[src/rtl/flash_ctl_pkg.sv]
package flash_ctl_pkg;
  localparam int unsigned MODE_W     = 7;
  localparam int unsigned BIT_SWEN   = 0;
  localparam int unsigned BIT_PSETUP = 1;
  localparam int unsigned BIT_ESETUP = 2;
  localparam int unsigned BIT_PVFY   = 3;
  localparam int unsigned BIT_EVFY   = 4;
  localparam int unsigned BIT_PROG   = 5;
  localparam int unsigned BIT_ERASE  = 6;

  typedef enum logic {
    SEL_MODE  = 1'b0,
    SEL_BLOCK = 1'b1
  } bus_sel_e;
endpackage

[src/rtl/fc_rst_sync.sv]
module fc_rst_sync #(
  parameter int unsigned STAGES = 2
) (
  input  logic clk_i,
  input  logic arst_ni,
  output logic rst_no
);
  logic [STAGES-1:0] sync_q;
  logic [STAGES-1:0] sync_d;

  always_comb begin
    sync_d = {sync_q[STAGES-2:0], 1'b1};
  end

  always_ff @(posedge clk_i or negedge arst_ni) begin
    if (!arst_ni) sync_q <= '0;
    else          sync_q <= sync_d;
  end

  assign rst_no = sync_q[STAGES-1];
endmodule

[src/rtl/fc_mode_reg.sv]
module fc_mode_reg
  import flash_ctl_pkg::*;
(
  input  logic              clk_i,
  input  logic              rst_ni,
  input  logic              wr_i,
  input  logic [MODE_W-1:0] wdata_i,
  input  logic              hw_wen_i,
  input  logic              standby_i,
  output logic [MODE_W-1:0] mode_q_o,
  output logic [MODE_W-1:0] mode_d_o,
  output logic              reject_o
);
  localparam logic [MODE_W-1:0] KEEP_MASK = MODE_W'(1) << BIT_SWEN;

  logic [MODE_W-1:0] mode_q, mode_d, newly_set;
  logic              multi_set, gate_fail, reject, force_clear, mode_en;

  // next-state
  always_comb begin
    newly_set   = wdata_i & ~mode_q;
    multi_set   = ($countones(newly_set) > 1);
    gate_fail   = (newly_set[BIT_PSETUP] & ~(hw_wen_i & mode_q[BIT_SWEN]))
                | (newly_set[BIT_PROG]   & ~mode_q[BIT_PSETUP]);
    reject      = wr_i & (multi_set | gate_fail);
    force_clear = ~hw_wen_i | standby_i;
    mode_d      = mode_q;
    if (wr_i && !reject) mode_d = wdata_i;
    if (force_clear)     mode_d = mode_d & KEEP_MASK;
    mode_en     = wr_i | force_clear;
  end

  // register
  always_ff @(posedge clk_i or negedge rst_ni) begin
    if (!rst_ni)      mode_q <= '0;
    else if (mode_en) mode_q <= mode_d;
  end

  assign mode_q_o = mode_q;
  assign mode_d_o = mode_d;
  assign reject_o = reject;

  a_r2_psetup_gated: assert property (@(posedge clk_i) disable iff (!rst_ni)
    $rose(mode_q[BIT_PSETUP]) |-> $past(hw_wen_i && mode_q[BIT_SWEN]));

  a_r3_single_rise: assert property (@(posedge clk_i) disable iff (!rst_ni)
    ##1 ($countones(mode_q & ~$past(mode_q)) <= 1));

  a_r3_multi_refused: assert property (@(posedge clk_i) disable iff (!rst_ni)
    (wr_i && ($countones(wdata_i & ~mode_q) > 1) && hw_wen_i && !standby_i)
      |=> (mode_q == $past(mode_q)));

  a_r4_prog_after_setup: assert property (@(posedge clk_i) disable iff (!rst_ni)
    $rose(mode_q[BIT_PROG]) |-> $past(mode_q[BIT_PSETUP]));

  a_r5_clear_on_drop: assert property (@(posedge clk_i) disable iff (!rst_ni)
    (!hw_wen_i || standby_i) |=> ((mode_q & ~KEEP_MASK) == '0));
endmodule

[src/rtl/fc_blk_sel.sv]
module fc_blk_sel #(
  parameter int unsigned NB = 7
) (
  input  logic          clk_i,
  input  logic          rst_ni,
  input  logic          wr_i,
  input  logic [NB-1:0] wdata_i,
  input  logic          hold_i,
  output logic [NB-1:0] blk_q_o,
  output logic          single_o,
  output logic          reject_o
);
  logic [NB-1:0] blk_q, blk_d;
  logic          legal, accept, reject, blk_en;
  logic [NB:0]   seen, dup;

  // one-hot detector as a prefix chain
  assign seen[0] = 1'b0;
  assign dup[0]  = 1'b0;
  for (genvar i = 0; i < NB; i++) begin : g_chain
    assign seen[i+1] = seen[i] | blk_q[i];
    assign dup[i+1]  = dup[i]  | (seen[i] & blk_q[i]);
  end
  assign single_o = seen[NB] & ~dup[NB];

  // next-state
  always_comb begin
    legal  = ($countones(wdata_i) <= 1);
    accept = wr_i & ~hold_i &  legal;
    reject = wr_i & ~hold_i & ~legal;
    blk_d  = blk_q;
    if (hold_i)      blk_d = '0;
    else if (accept) blk_d = wdata_i;
    blk_en = hold_i | accept;
  end

  // register
  always_ff @(posedge clk_i or negedge rst_ni) begin
    if (!rst_ni)     blk_q <= '0;
    else if (blk_en) blk_q <= blk_d;
  end

  assign blk_q_o  = blk_q;
  assign reject_o = reject;

  a_r7_hold_clears: assert property (@(posedge clk_i) disable iff (!rst_ni)
    hold_i |=> (blk_q == '0));

  a_r8_at_most_one: assert property (@(posedge clk_i) disable iff (!rst_ni)
    $onehot0(blk_q));

  a_r8_bad_write_kept: assert property (@(posedge clk_i) disable iff (!rst_ni)
    (wr_i && !hold_i && ($countones(wdata_i) > 1)) |=> $stable(blk_q));
endmodule

[src/rtl/fc_err_pulse.sv]
module fc_err_pulse #(
  parameter int unsigned N = 2
) (
  input  logic         clk_i,
  input  logic         rst_ni,
  input  logic [N-1:0] src_i,
  output logic         pulse_o
);
  logic pulse_q, pulse_d;

  always_comb pulse_d = |src_i;

  always_ff @(posedge clk_i or negedge rst_ni) begin
    if (!rst_ni) pulse_q <= 1'b0;
    else         pulse_q <= pulse_d;
  end

  assign pulse_o = pulse_q;
endmodule

[src/rtl/flash_seq_ctrl.sv]
module flash_seq_ctrl
  import flash_ctl_pkg::*;
#(
  parameter int unsigned NUM_BLOCKS = 7,
  parameter int unsigned BUS_W      = 8
) (
  input  logic             clk_i,
  input  logic             arst_ni,
  input  logic             bus_wr_i,
  input  logic             bus_sel_i,
  input  logic [BUS_W-1:0] bus_wdata_i,
  output logic [BUS_W-1:0] bus_rdata_o,
  input  logic             hw_wen_i,
  input  logic             standby_i,
  output logic [BUS_W-1:0] mode_o,
  output logic [BUS_W-1:0] blk_o,
  output logic             erase_en_o,
  output logic             reject_o
);
  localparam int unsigned MODE_PAD = BUS_W - MODE_W;
  localparam int unsigned BLK_PAD  = BUS_W - NUM_BLOCKS;

  logic                  rst_n;
  logic                  wr_mode, wr_blk, blk_hold, blk_single;
  logic                  mode_rej, blk_rej;
  logic [MODE_W-1:0]     mode_q, mode_d;
  logic [NUM_BLOCKS-1:0] blk_q;
  logic                  unused_wdata;

  fc_rst_sync #(.STAGES(2)) u_rst (
    .clk_i(clk_i), .arst_ni(arst_ni), .rst_no(rst_n)
  );

  always_comb begin
    wr_mode  = bus_wr_i & (bus_sel_i == SEL_MODE);
    wr_blk   = bus_wr_i & (bus_sel_i == SEL_BLOCK);
    blk_hold = ~hw_wen_i | standby_i | ~mode_d[BIT_SWEN];
  end

  fc_mode_reg u_mode (
    .clk_i(clk_i), .rst_ni(rst_n), .wr_i(wr_mode),
    .wdata_i(bus_wdata_i[MODE_W-1:0]), .hw_wen_i(hw_wen_i),
    .standby_i(standby_i), .mode_q_o(mode_q), .mode_d_o(mode_d),
    .reject_o(mode_rej)
  );

  fc_blk_sel #(.NB(NUM_BLOCKS)) u_blk (
    .clk_i(clk_i), .rst_ni(rst_n), .wr_i(wr_blk),
    .wdata_i(bus_wdata_i[NUM_BLOCKS-1:0]), .hold_i(blk_hold),
    .blk_q_o(blk_q), .single_o(blk_single), .reject_o(blk_rej)
  );

  fc_err_pulse #(.N(2)) u_err (
    .clk_i(clk_i), .rst_ni(rst_n), .src_i({blk_rej, mode_rej}),
    .pulse_o(reject_o)
  );

  assign mode_o       = {{MODE_PAD{1'b0}}, mode_q};
  assign blk_o        = {{BLK_PAD{1'b0}}, blk_q};
  assign erase_en_o   = mode_q[BIT_ERASE] & blk_single;
  assign bus_rdata_o  = (bus_sel_i == SEL_BLOCK) ? blk_o : mode_o;
  assign unused_wdata = ^bus_wdata_i[BUS_W-1:MODE_W];

  a_r9_pulse_after_write: assert property (@(posedge clk_i) disable iff (!rst_n)
    reject_o |-> $past(bus_wr_i));

  a_r10_erase_single: assert property (@(posedge clk_i) disable iff (!rst_n)
    erase_en_o |-> ($onehot(blk_o) && mode_o[BIT_SWEN]));

  a_r7_swen_guard: assert property (@(posedge clk_i) disable iff (!rst_n)
    !mode_o[BIT_SWEN] |-> (blk_o == '0));
endmodule

[config.mk]
export PLATFORM = sky130hd
export DESIGN_NAME = flash_seq_ctrl
export DESIGN_NICKNAME = d
export VERILOG_FILES = /design/src/rtl/flash_ctl_pkg.sv /design/src/rtl/fc_rst_sync.sv /design/src/rtl/fc_mode_reg.sv /design/src/rtl/fc_blk_sel.sv /design/src/rtl/fc_err_pulse.sv /design/src/rtl/flash_seq_ctrl.sv
export SDC_FILE = /design/constraint.sdc
export NUM_CORES = 1
export LEC_CHECK = 0
export BUFFER_PORTS_ARGS = -buffer_cell sky130_fd_sc_hd__buf_4
export CORE_MARGIN = 2
export CORE_UTILIZATION = 52
export CTS_CLUSTER_SIZE = 20
export DETAILED_ROUTE_END_ITERATION = 6
export GPL_ROUTABILITY_DRIVEN = 0
export PLACE_DENSITY = 0.91
export SLEW_MARGIN = 15
export SYNTH_ARGS = -nofsm -noshare
export SYNTH_HDL_FRONTEND = slang
export SYNTH_HIERARCHICAL = 1
export SYNTH_SLANG_ARGS = --single-unit
[constraint.sdc]
create_clock -name clk_i -period 1.85 [get_ports clk_i]
set_input_delay 0 -clock clk_i [delete_from_list [all_inputs] [get_ports clk_i]]
set_output_delay 0 -clock clk_i [all_outputs]
set_load 0.005 [all_outputs]
# Word level (Yosys, flattened, before mapping)
# Index checks and enable logic that the tools add are counted.
[classes]
add_sub_neg = 12
n_mul = 0
div_mod_pow = 0
n_lt_le_gt_ge = 2
n_eq_ne = 0
shifts = 0
n_mux = 5
bitwise = 44
reduce_logical = 7
[ops]
columns = ["op", "count"]
rows = [
  ["$add A32 B32 Y32", 4],
  ["$add A32 B1 Y32", 2],
  ["$mux W7", 5],
  ["$gt A32 B2 Y1 const B", 1],
  ["$le A32 B2 Y1 const B", 1],
  ["$and A1 B1 Y1", 17],
  ["$or A1 B1 Y1", 17],
  ["$add A1 B1 Y2", 6],
  ["$not A1 Y1", 8],
  ["$and A7 B7 Y7", 1],
  ["$not A7 Y7", 1],
  ["$reduce_and A2 Y1", 2],
  ["$reduce_bool A2 Y1", 2],
  ["$reduce_or A2 Y1", 1],
  ["$logic_and A1 B1 Y1", 1],
  ["$logic_not A1 Y1", 1],
]
[totals]
regBits = 17
latch_bits = 0
ram_bits = 0
romBits = 0
elab_cells = 75
mem_count = 0

# Logic depth before layout (Yosys ltp)
# Gate-level depths: netlist (run 1).
[depth]
depth_word = 19
depth_mapped = 15
ltp_nobuf = 14

# Cells and area by module
# The synthesis (run 1) kept the hierarchy.
[by_module_without_submodules]
columns = ["mod", "instances", "cells_per_inst", "area_each_um2", "seq_area_each_um2"]
rows = [
  ["fc_mode_reg", 1, 64, 630.6, 175.2],
  ["fc_blk_sel", 1, 57, 513.0, 175.2],
  ["flash_seq_ctrl", 1, 16, 172.7, 0.0],
  ["fc_rst_sync", 1, 3, 53.8, 50.0],
  ["fc_err_pulse", 1, 2, 31.3, 25.0],
]

# Worst setup path before layout (run 1)
# Ideal clock, no wire load.
[synth_timing]
path_type = "register to register"
start = "register u_mode.mode_q[2] (netlist: u_mode/mode_q_o[2])"
end = "register u_blk.blk_q[3] (netlist: u_blk/blk_q_o[3])"
setup_ns = 0.124
arrival_ns = 3.770
t_required_ns = 1.726
setup_slack_ns = -2.043
stages_incl_launch_ff = 14
period_less_slack_ns = 3.893
path_cell_list = "dfrtp_1 > nand2b_1 > fa_1 > fa_1 > inv_1 > ha_1 > fa_1 > a21oi_1 > nand4_4 > mux2_1 > nand3b_1 > nor4b_4 > buf_2 > o21ai_1"
[synth_between]
elab_chain_len = 19
elab_cells_between_ends = 21
cone_classes = "3 x add/sub; 1 x order compare; 3 x mux; 10 x bitwise; 4 x reduce/logical"
[synth_lines]
columns = ["item", "line_no", "rtl"]
rows = [
  ["from (decl)", "fc_mode_reg.sv:16", "logic [MODE_W-1:0] mode_q, mode_d, newly_set;"],
  ["from (signal assigned)", "fc_mode_reg.sv:36", "else if (mode_en) mode_q <= mode_d;"],
  ["$not A7 Y7 *", "fc_mode_reg.sv:21", "newly_set = wdata_i & ~mode_q;"],
  ["$and A7 B7 Y7 *", "fc_mode_reg.sv:21", ""],
  ["$add A1 B1 Y2 (not written as such) *", "fc_mode_reg.sv:22", "multi_set = ($countones(newly_set) > 1);"],
  ["$add A32 B32 Y32 (not written as such) * (2 in series)", "fc_mode_reg.sv:22", ""],
  ["$gt A32 B2 Y1 *", "fc_mode_reg.sv:22", ""],
  ["$or A1 B1 Y1 *", "fc_mode_reg.sv:25", "reject = wr_i & (multi_set | gate_fail);"],
  ["$and A1 B1 Y1 *", "fc_mode_reg.sv:25", ""],
  ["$logic_not A1 Y1 *", "fc_mode_reg.sv:28", "if (wr_i && !reject) mode_d = wdata_i;"],
  ["[3 not listed]", "n/a", ""],
  ["named net mode_d[0]", "flash_seq_ctrl.sv:26", "logic [MODE_W-1:0] mode_q, mode_d;"],
  ["$not A1 Y1 *", "flash_seq_ctrl.sv:37", "blk_hold = ~hw_wen_i | standby_i | ~mode_d[BIT_SWEN];"],
  ["$or A1 B1 Y1 *", "flash_seq_ctrl.sv:37", ""],
  ["named net blk_hold", "flash_seq_ctrl.sv:24", "logic wr_mode, wr_blk, blk_hold, blk_single;"],
  ["$not A1 Y1", "fc_blk_sel.sv:29", "accept = wr_i & ~hold_i & legal;"],
  ["$and A1 B1 Y1 (2 in series)", "fc_blk_sel.sv:29", ""],
  ["$reduce_bool A2 Y1 (no line) / $or A1 B1 Y1 (equally long branches)", "n/a", ""],
  ["$reduce_and A2 Y1 (no line)", "n/a", ""],
  ["to (signal assigned)", "fc_blk_sel.sv:40", "else if (blk_en) blk_q <= blk_d;"],
  ["to (decl)", "fc_blk_sel.sv:13", "logic [NB-1:0] blk_q, blk_d;"],
]
# Mark *: on every way through the listed nets, which the timed path passes. The rest lies on a longest branch. The select of a mux whose other input is x is not followed.
# A chain may end at the register's enable or synchronous reset.

# Final worst setup path (run 1)
[layout_timing]
start = "register u_mode.mode_q[5] (netlist: u_mode/mode_q_o[5])"
end = "register u_blk.blk_q[4] (netlist: u_blk/blk_q_o[4])"
[layout_between]
elab_chain_len = 19
elab_cells_between_ends = 23
cone_classes = "3 x add/sub; 1 x order compare; 3 x mux; 12 x bitwise; 4 x reduce/logical"
[layout_lines]
columns = ["item", "line_no"]
rows = [
  ["$not A7 Y7 *", "fc_mode_reg.sv:21"],
  ["$and A7 B7 Y7 *", "fc_mode_reg.sv:21"],
  ["$add A1 B1 Y2 (not written as such)", "fc_mode_reg.sv:22"],
  ["$add A32 B1 Y32 (not written as such)", "fc_mode_reg.sv:22"],
  ["$add A32 B32 Y32 (not written as such)", "fc_mode_reg.sv:22"],
  ["$gt A32 B2 Y1", "fc_mode_reg.sv:22"],
  ["$or A1 B1 Y1 *", "fc_mode_reg.sv:25"],
  ["$and A1 B1 Y1 *", "fc_mode_reg.sv:25"],
  ["[4 not listed]", "n/a"],
  ["named net mode_d[0]", "flash_seq_ctrl.sv:26"],
  ["$not A1 Y1 *", "flash_seq_ctrl.sv:37"],
  ["$or A1 B1 Y1 *", "flash_seq_ctrl.sv:37"],
  ["named net blk_hold", "flash_seq_ctrl.sv:24"],
  ["$not A1 Y1", "fc_blk_sel.sv:29"],
  ["$and A1 B1 Y1 (2 in series)", "fc_blk_sel.sv:29"],
  ["$reduce_bool A2 Y1 (no line) / $or A1 B1 Y1 (equally long branches)", "n/a"],
  ["$reduce_and A2 Y1 (no line)", "n/a"],
]
# Marks and branches as above.

==> metrics list, run 1 <==
* Finished Layout Cells: 228
- Cell area after technology mapping: 1340 sq um
- Compared with the post-synthesis result, the final layout area differs by 41.8%.
- Setup repair after global routing missed its margin: yes
- The final hold violation count came to 0.
- Number of rows created at floorplan: 18
- For this run, design rule violations remaining after detail routing come to 0.
* Vias: 1218
- Total power divided by cell area: 595 nW/um^2
- The number of antenna violations at the first check in global routing came to 0.
* Post-synthesis instance total: 136
- The final critical path takes up 191% of the cycle.
- For the worst setup path, the data required time is 2090 ps.
- Summed over all nets, the switching power comes to 385 uW.
- Cell at the root of the clock tree: sky130_fd_sc_hd__clkbuf_4
* Outcome: finished, violations left
* Critical setup path kind: flip-flop to flip-flop
- Design Area, Final: 1900 sq um
- The clock network accounts for 18.2% of the total power.
- Setup crit end kind: flip-flop
- Cells on worst reg2reg path: 14
- Yosys warning total: 6
- Worst clock skew on the final layout: 8.59 ps
- RR Endpoint: u_blk/blk_q_o[4]
* Area of placed instances: 1760 sq um
* Clock tree buffer depth: 2
- First drt pass iteration count: 4
* Number of DRC markers in iteration 0: 26
- Clock tree sinks: 17
* Hold/Removal Path Class: input pin to asynchronous set/reset pin
- Setup violations remaining at the end of the flow were counted as 16.
- Least setup slack across all paths after layout: -1690 ps
- Cell-internal power: 748 uW
- The multi-input combinational cells in the finished layout cover a total of 861 sq um.
- In this run switching power makes up 34.0% of total power.
- The die covers 3000 sq um.
- Critical path arrival: 3780 ps
- The post-route netlist has 47.5% of its cells at a drive strength greater than 1.
* Achievable Freq: 0.283 GHz
- Placed cell count: 216
* Min Tclk post-route: 3540 ps
* Normalized max-slew margin: 58.5%
- Net count, final: 224
* Number of pins with negative max-slew slack in the final report: 0
* Detailed Place HPWL: 2660 um
- # diodes: 0
- Detail Route Antenna Nets: 0
- Detail-routed net length per standard cell: 16.2 um
- Utilization of the core after routing: 77.5%
- R2R Path Start: u_mode/mode_q_o[5]
- For this design the static power due to leakage is 1.02 nW.
* Flop2flop setup slack: -1690 ps
* Final wirelength: 3680 um
* Power consumption: 1.13 mW
- # Max-Cap Violations: 0
* Die X: 54.8 um
- Most common cell after layout, fill and taps aside: sky130_fd_sc_hd__buf_4
- Vias per cell: 5.34
* GRT Resource Usage Total: 27.5%
- After synthesis, the mean cell area works out to 9.86 sq um.
- In this run the number of H-tree levels came out at 1.
- Buffers placed on the I/O ports in this run total 35.
- TritonCTS built the clock tree.
- During I/O placement, the number of pins put on the boundary was 40.
- Minimum setup slack after placement: -1680 ps
* Seq. cell area: 427 sq um
* Number of fill cells: 162
* Overflow left after global routing: 0
* Highest ir drop seen on vdd: 660 uV
- The checks that failed: setup timing.
* Logic pwr share: 45.9%
- Vias in the first global route: 1214
- STA classifies the critical path startpoint as a flip-flop.
* Core ar.: 2450 sq um
* Skew-Pair Late Insertion Delay: 310 ps
- Per report_power, the sequential group accounts for 35.9% of the total.
* Die extent in y: 54.8 um
* Clock transition at the registers of the reported paths: 100 ps
- The initial utilization of the core area, before any placement, comes to 54.6%.
- Global-route wire length before repair: 5600 um
- Number of CTS-inserted buffers: 3
- Entering global routing, the biggest net connects 16 pins.
- The library cells used most frequently in the layout, excluding fill and tap cells, are sky130_fd_sc_hd__buf_4 (59), sky130_fd_sc_hd__nand2_1 (18), sky130_fd_sc_hd__inv_1 (17).
- Actual slew at the worst max-slew pin: 623 ps
* Worst hold margin: 9.35 ps
- After routing, the total negative slack on setup checks comes to -21290 ps.
- Maximum fanout along the worst path: 7
## sequential cells by signal, indices dropped and copies added (netlist names)
name / cells
u_blk/blk_q_o: 7
u_mode/mode_q_o: 7
u_rst/sync_q: 2
u_err/pulse_o: 1
## how the worst max path moves through the flow
stage / endpoint / slack [ps] / from
2_1_floorplan: u_blk/blk_q_o[3] / -1750 / u_mode/mode_q_o[5]
3_3_place_gp: u_err/pulse_o / -1550 / u_mode/mode_q_o[5]
3_5_place_dp: u_blk/blk_q_o[1] / -1680 / u_mode/mode_q_o[5]
4_1_cts: u_blk/blk_q_o[5] / -1650 / u_mode/mode_q_o[5]
5_1_grt: u_blk/blk_q_o[4] / -1810 / u_mode/mode_q_o[5]
6_report: u_blk/blk_q_o[4] / -1690 / u_mode/mode_q_o[5]
## layout make-up
| class | instances | share of cell area [%] |
|---|---|---|
| timing repair buffer | 63 | 25.6 |
| multi-input combinational | 97 | 45.3 |
| inverter | 17 | 3.36 |
| sequential | 17 | 22.4 |
| tap | 30 | 1.97 |
| clock buffer | 4 | 1.38 |
## critical path, cell delays in order (launching register included)
cell and delay (ps):
sky130_fd_sc_hd__dfrtp_1 400, sky130_fd_sc_hd__nand2b_4 160, sky130_fd_sc_hd__fa_1 560, sky130_fd_sc_hd__fa_1 410
sky130_fd_sc_hd__inv_1 70, sky130_fd_sc_hd__ha_2 180, sky130_fd_sc_hd__fa_2 450, sky130_fd_sc_hd__a21oi_4 160
sky130_fd_sc_hd__nand4_4 100, sky130_fd_sc_hd__mux2_4 210, sky130_fd_sc_hd__nand3b_1 150, sky130_fd_sc_hd__nor4b_4 310
sky130_fd_sc_hd__buf_6 200, sky130_fd_sc_hd__nand2_2 60, sky130_fd_sc_hd__o21ai_1 70
## layer usage
layer	GRT usage, %	vias to the layer above	wire [um]
li1	-	560	-
met5	0	-	0
met2	49.4	59	1930
met4	15.0	0	102
met1	30.3	587	1380
met3	4.92	12	276
## power by group through the flow
stage	sequential, mW	combinational (mW)	clock, mW
finish	0.407	0.520	0.206
global route	0.409	0.556	0.222
CTS	0.407	0.485	0.213
detailed placement	0.415	0.438	0
global placement	0.412	0.412	0
floorplan	0.420	0.267	0
## what timing repair did
| item | in CTS | in global routing |
|---|---|---|
| buffers inserted | 5 | 3 |
| hold buffers | 1 | 0 |
| setup endpoints to repair | 16 | 16 |
| cloned | 1 | 0 |
| hold endpoints to repair | 2 | 0 |
| pin swaps | 1 | 1 |
| gates resized for setup | 9 | 9 |
Power figures use the tool's default switching activity.
==> inputs of run 2 (changes only) <==
- PLACE_DENSITY: 0.91 -> default
- PLACE_DENSITY_LB_ADDON: default -> 0.05
==> metrics list, run 2 (synthesis results as in run 1) <==
- Outcome: finished, violations left (unchanged)
- Failing checks: setup timing (unchanged).
* Worst setup SP type: flip-flop (unchanged)
- Setup repair after global routing missed its margin: yes (unchanged).
- Skew-Pair Late Insertion Delay: 300 ps (was 310 ps)
* Switching portion of total power: 34.2% (was 34.0%)
* Die area: 3000 sq um (unchanged)
- Total power divided by cell area: 588 nW/um^2 (was 595 nW/um^2)
- Core ar.: 2450 sq um (unchanged)
- Most frequent cells in the layout: sky130_fd_sc_hd__buf_4 (56), sky130_fd_sc_hd__nand2_1 (22), sky130_fd_sc_hd__inv_1 (17), sky130_fd_sc_hd__dfrtp_1 (17) (was sky130_fd_sc_hd__buf_4 (59), sky130_fd_sc_hd__nand2_1 (18), sky130_fd_sc_hd__inv_1 (17)).
- The final-layout worst hold slack was 17.8 ps (was 9.35 ps).
* Share of cells above drive strength 1: 44.0% (was 47.5%)
* Most frequent cell on the critical path: sky130_fd_sc_hd__fa_1 (unchanged)
- Vias in the first global route: 1177 (was 1214)
* Initial cell density of the core: 54.6% (unchanged)
- The relative area change from synthesis to final layout is 38.1% (was 41.8%).
* Number of CTS-inserted buffers: 3 (unchanged)
- Detailed Place HPWL: 2450 um (was 2660 um)
- Count of final hold-check violations: 0 (unchanged)
- Crit path buffers/inverters: 2 (unchanged)
- Footprint of the multi-input gates: 853 sq um (was 861 sq um)
* Critical setup path kind: flip-flop to flip-flop (unchanged)
- Overflow left after global routing: 0 (unchanged)
* Global-route wire length before repair: 5330 um (was 5600 um)
- The internal power consumption was 717 uW (was 748 uW).
* Seq. cell area: 425 sq um (was 427 sq um)
- The clock transition at the register clock pins on the worst setup and hold paths after CTS was 120 ps (was 100 ps).
* Area of placed instances: 1760 sq um (unchanged)
- Logic pwr share: 43.3% (was 45.9%)
- First drt pass iteration count: 4 (unchanged)
- The worst setup margin was -1730 ps (was -1690 ps).
- The beginning of the worst register-to-register path is u_mode/mode_q_o[5] (unchanged).
* GRT Resource Usage Total: 25.7% (was 27.5%)
- The first element of the critical path is u_mode/mode_q_o[5] (unchanged).
* Number of fill cells: 183 (was 162)
- The part of the total power dissipated in sequential elements is 37.1% (was 35.9%).
* Design Area, Final: 1850 sq um (was 1900 sq um)
* Vias: 1189 (was 1218)
- Clock tree buffer depth: 2 (unchanged)
- CP peak stage delay: 550 ps (was 560 ps)
- Net switching power: 373 uW (was 385 uW)
- The peak supply drop was 505 uV (was 660 uV).
- Number of rows created at floorplan: 18 (unchanged)
* Share of the clock period used by the worst path: 194% (was 191%)
* Number of pins with negative max-slew slack in the final report: 0 (unchanged)
- Die extent in y: 54.8 um (unchanged)
* CTS tree: yes (unchanged)
- The post-detailed-route via-to-cell ratio is 5.33 (was 5.34).
- Most common cell after layout, fill and taps aside: sky130_fd_sc_hd__buf_4 (unchanged)
- Worst clock skew on the final layout: 8.99 ps (was 8.59 ps)
- Maximum number of pins on one net before global-route repair: 16 (unchanged)
- Residual DRC: 0 (unchanged)
* Clock tree sinks: 17 (unchanged)
- The number of buffer cells added on primary ports is 35 (unchanged).
- Detail Route Antenna Nets: 0 (unchanged)
* Critical path's slowest cell: sky130_fd_sc_hd__fa_1 (unchanged)
- Actual slew at the worst max-slew pin: 616 ps (was 623 ps)
* Count of boundary I/O pins: 40 (unchanged)
- The number of antenna violations at the first check in global routing came to 0 (unchanged).
* Maximum fanout along the worst path: 7 (unchanged)
* Detail-routed net length per standard cell: 14.7 um (was 16.2 um)
- Data required time at the worst endpoint: 2070 ps (was 2090 ps)
- Number of DRC markers in iteration 0: 19 (was 26)
- The number of nets at the end of the flow came to 219 (was 224).
- The peak clock frequency supported by timing came to 0.279 GHz (was 0.283 GHz).
* Sequence of cells on the critical path: nand2b_4, fa_1, fa_1, inv_1, ha_2, fa_2, a21oi_4, nand4_4, mux2_4, nand3b_1, nor4b_4, buf_4, nand2_1, o21ai_1 (was nand2b_4, fa_1, fa_1, inv_1, ha_2, fa_2, a21oi_4, nand4_4, mux2_4, nand3b_1, nor4b_4, buf_6, nand2_2, o21ai_1)
* Setup crit end kind: flip-flop (unchanged)
- Gate family responsible for the most delay along the worst path: adder cells (unchanged)
- Normalized max-slew margin: 58.9% (was 58.5%)
- The width of the chip is 54.8 um (unchanged).
* Hold/Removal Path Class: input pin to asynchronous set/reset pin (unchanged)
* Cell at the root of the clock tree: sky130_fd_sc_hd__clkbuf_4 (unchanged)
* # Max-Cap Violations: 0 (unchanged)
- Clock network fraction of design power: 19.6% (was 18.2%)
- Number of levels the H-tree was split into: 1 (unchanged)
- The final number of setup-violating endpoints is 16 (unchanged).
* P_leak: 0.985 nW (was 1.02 nW)
* Critical path arrival: 3810 ps (was 3780 ps)
- The clock period minus worst slack is 3580 ps (was 3540 ps).
* Final wirelength: 3280 um (was 3680 um)
- The number of antenna diodes came to 0 (unchanged).
-- run 2: changes by cell type in the layout (fill, tap and decap cells not counted), moves of 2 or more --
cell / change
sky130_fd_sc_hd__nand2_2: -4
sky130_fd_sc_hd__buf_4: -3
sky130_fd_sc_hd__nand2_1: +4
sky130_fd_sc_hd__buf_6: -2
-- run 2: power by group through the flow --
stage	sequential, mW	combinational [mW]	clock [mW]
finish	0.405	0.472	0.213
global route	0.409	0.514	0.236
CTS	0.405	0.463	0.216
detailed placement	0.412	0.430	0
global placement	0.412	0.410	0
floorplan	0.420	0.267	0
-- run 2: per-stage QoR --
stage	util [%]	setup TNS, ps	total power, mW	setup WS (ps)	std cells
floorplan	-	-20710	0.688	-1750	138
global placement	71.7	-19710	0.822	-1550	216
detailed placement	71.7	-20910	0.843	-1680	216
CTS	73.9	-20550	1.08	-1630	221
global route	75.4	-22770	1.16	-1870	223
finish	75.4	-21120	1.09	-1730	223
-- run 2: what timing repair did --
| action | 4_1_cts | 5_1_grt |
|---|---|---|
| pin swaps | 0 | 2 |
| cloned | 0 | 1 |
| hold buffers | 1 | 0 |
| setup endpoints to repair | 16 | 16 |
| hold endpoints to repair | 2 | 0 |
| buffers inserted | 0 | 1 |
| resized for setup | 4 | 7 |
-- run 2: worst paths after layout --
check                                      to  depth (start not counted)  slack [ps]
min in group clk_i           u_blk/blk_q_o[4]                          4          40
max in group asynchronous    u_blk/blk_q_o[4]                          0        1200
setup reg to reg             u_blk/blk_q_o[2]                         14       -1730
hold / removal                u_rst/sync_q[1]                          2          20
hold reg to reg            u_mode/mode_q_o[5]                          0         250
setup / recovery             u_blk/blk_q_o[2]                         14       -1730
-- run 2: layout make-up --
class	instances	area share (%)
clock buffer	3	1.22
clock inverter	1	0.405
inverter	17	3.45
multi-input combinational	97	46.1
sequential	17	23.0
tap	30	2.03
timing repair buffer	58	23.9
-- run 2: routing by layer --
layer  share of wire, %  up-vias  track usage, %
met1                 43      584            31.4
met2                 49       45            45.0
met4                3.0        0            9.58
met5                  0        -               0
li1                   -      550               -
met3                5.0       10            4.10
==> inputs of run 3 (changes only) <==
- BUFFER_PORTS_ARGS: -buffer_cell sky130_fd_sc_hd__buf_4 -> default
- CAP_MARGIN: default -> 20
- CORE_UTILIZATION: 52 -> 61
- DONT_BUFFER_PORTS: default -> 1
==> metrics list, run 3 (synthesis results as in run 1) <==
* Overflow left after global routing: 0 (unchanged)
* Port Buffer Count: 0 (was 35)
- Vias per cell: 5.63 (was 5.33)
- Vias in the first global route: 1127 (was 1177)
* Net count, final: 185 (was 219)
- Cells on worst reg2reg path: 14 (unchanged)
- Detail Route Antenna Nets: 0 (unchanged)
- The fill cell total of the finished layout is 137 (was 183).
- The count of routing violations after the opening detailed-route iteration is 24 (was 19).
- Die X: 50.9 um (was 54.8 um)
- # Max-Cap Violations: 0 (unchanged)
- The relative area change from synthesis to final layout came to 20.0% (was 38.1%).
* First drt pass iteration count: 4 (unchanged)
- Number of levels the H-tree was split into: 1 (unchanged)
* Core ar.: 2020 sq um (was 2450 sq um)
- The setup clock skew after layout is 2.93 ps (was 8.99 ps).
- Clock transition at the registers of the reported paths: 100 ps (was 120 ps)
* Skew-Pair Late Insertion Delay: 300 ps (about the same)
- Finished Layout Cells: 186 (was 223)
- Initial cell density of the core: 66.3% (was 54.6%)
* Share of the clock period used by the worst path: 191% (was 194%)
- Share of cells above drive strength 1: 24.5% (was 44.0%)
* Most frequent cells in the layout: sky130_fd_sc_hd__nand2_1 (20), sky130_fd_sc_hd__inv_1 (17), sky130_fd_sc_hd__dfrtp_1 (17) (was sky130_fd_sc_hd__buf_4 (56), sky130_fd_sc_hd__nand2_1 (22), sky130_fd_sc_hd__inv_1 (17), sky130_fd_sc_hd__dfrtp_1 (17))
* Min Tclk post-route: 3540 ps (was 3580 ps)
* Placed cell count: 169 (was 216)
- The beginning of the worst register-to-register path was u_mode/mode_q_o[5] (unchanged).
* Critical path arrival: 3750 ps (was 3810 ps)
- Number of CTS-inserted buffers: 3 (unchanged)
- Global-route wire length before repair: 5140 um (was 5330 um)
- The average detailed-routed wire length per instance is 17.0 um (was 14.7 um).
- The number of antenna diodes is 0 (unchanged).
- The transition at the pin with the smallest max-transition slack came to 798 ps (was 616 ps).
- Failing checks: setup timing (unchanged).
- RR Endpoint: u_blk/blk_q_o[3] (was u_blk/blk_q_o[2])
* CTS tree: yes (unchanged)
* Number of rows created at floorplan: 16 (was 18)
* Most common cell after layout, fill and taps aside: sky130_fd_sc_hd__nand2_1 (was sky130_fd_sc_hd__buf_4)
* Setup crit end kind: flip-flop (unchanged)
* Least setup slack across all paths after layout: -1690 ps (was -1730 ps)
* GRT Resource Usage Total: 27.9% (was 25.7%)
- Outcome: finished, violations left (unchanged).
* Critical Path Source: u_mode/mode_q_o[5] (unchanged)
- Count of cells along the worst hold path: 3
* Clock tree sinks: 17 (unchanged)
- Maximum number of pins on one net before global-route repair: 16 (unchanged)
- The peak clock frequency supported by timing was 0.283 GHz (was 0.279 GHz).
- Die area: 2590 sq um (was 3000 sq um)
- For hold timing, the worst endpoint is u_mode/mode_q_o[2].
* Count of boundary I/O pins: 40 (unchanged)
* Vias: 1047 (was 1189)
- Residual DRC: 0 (unchanged)
- The endpoint required time on the critical path is 2060 ps (was 2070 ps).
- Setup repair after global routing missed its margin: yes (unchanged)
- Utilization of the core after routing: 79.6% (was 75.4%)
- The number of antenna violations at the first check in global routing came to 0 (unchanged).
* Clock tree buffer depth: 2 (unchanged)
* P_leak: 0.804 nW (was 0.985 nW)
- The worst hold path begins at standby_i.
- The worst-case register-to-register setup slack was -1690 ps (was -1730 ps).
- The power per unit of standard cell area came to 626 nW/um^2 (was 588 nW/um^2).
- The height of the die is 50.9 um (was 54.8 um).
* Detailed Place HPWL: 2220 um (was 2450 um)
- The worst min-delay path category was input pin to flip-flop (was input pin to asynchronous set/reset pin).
- The final hold violation count was 0 (unchanged).
* Critical setup path kind: flip-flop to flip-flop (unchanged)
- The wire length reported by the detailed router is 3160 um (was 3280 um).
- Worst setup SP type: flip-flop (unchanged)
* Normalized max-slew margin: 46.7% (was 58.9%)
* Highest ir drop seen on vdd: 475 uV (was 505 uV)
- Cell at the root of the clock tree: sky130_fd_sc_hd__clkbuf_4 (unchanged)
* Number of pins with negative max-slew slack in the final report: 0 (unchanged)
* Setup Viol. Count Final: 15 (was 16)
- The biggest fanout along the worst timing path came to 7 (unchanged).
## run 3: critical path, stage by stage (launching register included)
cell and delay (ps):
sky130_fd_sc_hd__dfrtp_1 390, sky130_fd_sc_hd__nand2b_4 150, sky130_fd_sc_hd__fa_1 550, sky130_fd_sc_hd__fa_1 400, sky130_fd_sc_hd__inv_1 70, sky130_fd_sc_hd__ha_2 200, sky130_fd_sc_hd__fa_2 460, sky130_fd_sc_hd__a21oi_4 160
sky130_fd_sc_hd__nand4_4 100, sky130_fd_sc_hd__mux2_4 210, sky130_fd_sc_hd__nand3b_1 130, sky130_fd_sc_hd__nor4b_4 290, sky130_fd_sc_hd__buf_6 180, sky130_fd_sc_hd__nand2_1 70, sky130_fd_sc_hd__o21ai_1 110
## run 3: metrics by stage
step	hold slack (ps)	setup TNS, ps	power [mW]	cell area [sq um]	setup WS (ps)
2_1_floorplan	-296	-20710	0.688	1370	-1750
3_3_place_gp	-296	-19700	0.734	1430	-1560
3_5_place_dp	-296	-20660	0.754	1430	-1620
4_1_cts	43.0	-20440	1.01	1590	-1610
5_1_grt	89.6	-22710	1.07	1610	-1830
6_report	56.9	-20820	1.01	1610	-1690
## run 3: routing by layer
metal / part of all wire, % / track usage, % / vias up / wire length, um
met2: 49 / 46.7 / 47 / 1560
met1: 41 / 31.2 / 511 / 1290
li1: - / - / 478 / -
met4: 3.2 / 17.1 / 0 / 100
met3: 6.7 / 8.19 / 11 / 213
met5: 0 / 0 / - / 0
## run 3: worst max path at each step
stage          depth (start not counted)               end  slack [ps]
2_1_floorplan                         13  u_blk/blk_q_o[3]       -1750
3_3_place_gp                          13     u_err/pulse_o       -1560
3_5_place_dp                          13     u_err/pulse_o       -1620
4_1_cts                               14  u_blk/blk_q_o[3]       -1610
5_1_grt                               14  u_blk/blk_q_o[3]       -1830
6_report                              14  u_blk/blk_q_o[3]       -1690
## run 3: cell type report
cell class,count,area (sq um),share of cell area [%]
timing repair buffer,24,211,13.1
tap,27,33.8,2.10
clock buffer,4,26.3,1.63
inverter,17,63.8,3.97
multi-input combinational,97,848,52.7
sequential,17,425,26.4
## run 3: report_power, final
| part | total [mW] | leakage (nW) | internal (mW) | switching [mW] |
|---|---|---|---|---|
| registers | 0.407 | 0.230 | 0.390 | 0.0170 |
| logic | 0.395 | 0.558 | 0.195 | 0.200 |
| clock network | 0.206 | 0.0150 | 0.0841 | 0.122 |
| total | 1.01 | 0.804 | 0.669 | 0.338 |
## run 3: repair_timing
item | 4_1_cts | 5_1_grt
gates resized for setup | 4 | 9
pin swaps | 1 | 2
hold buffers | 11 | 0
endpoints found under the setup margin | 15 | 15
buffers inserted | 2 | 2
cloned | 0 | 1
hold endpoints to repair | 16 | 0
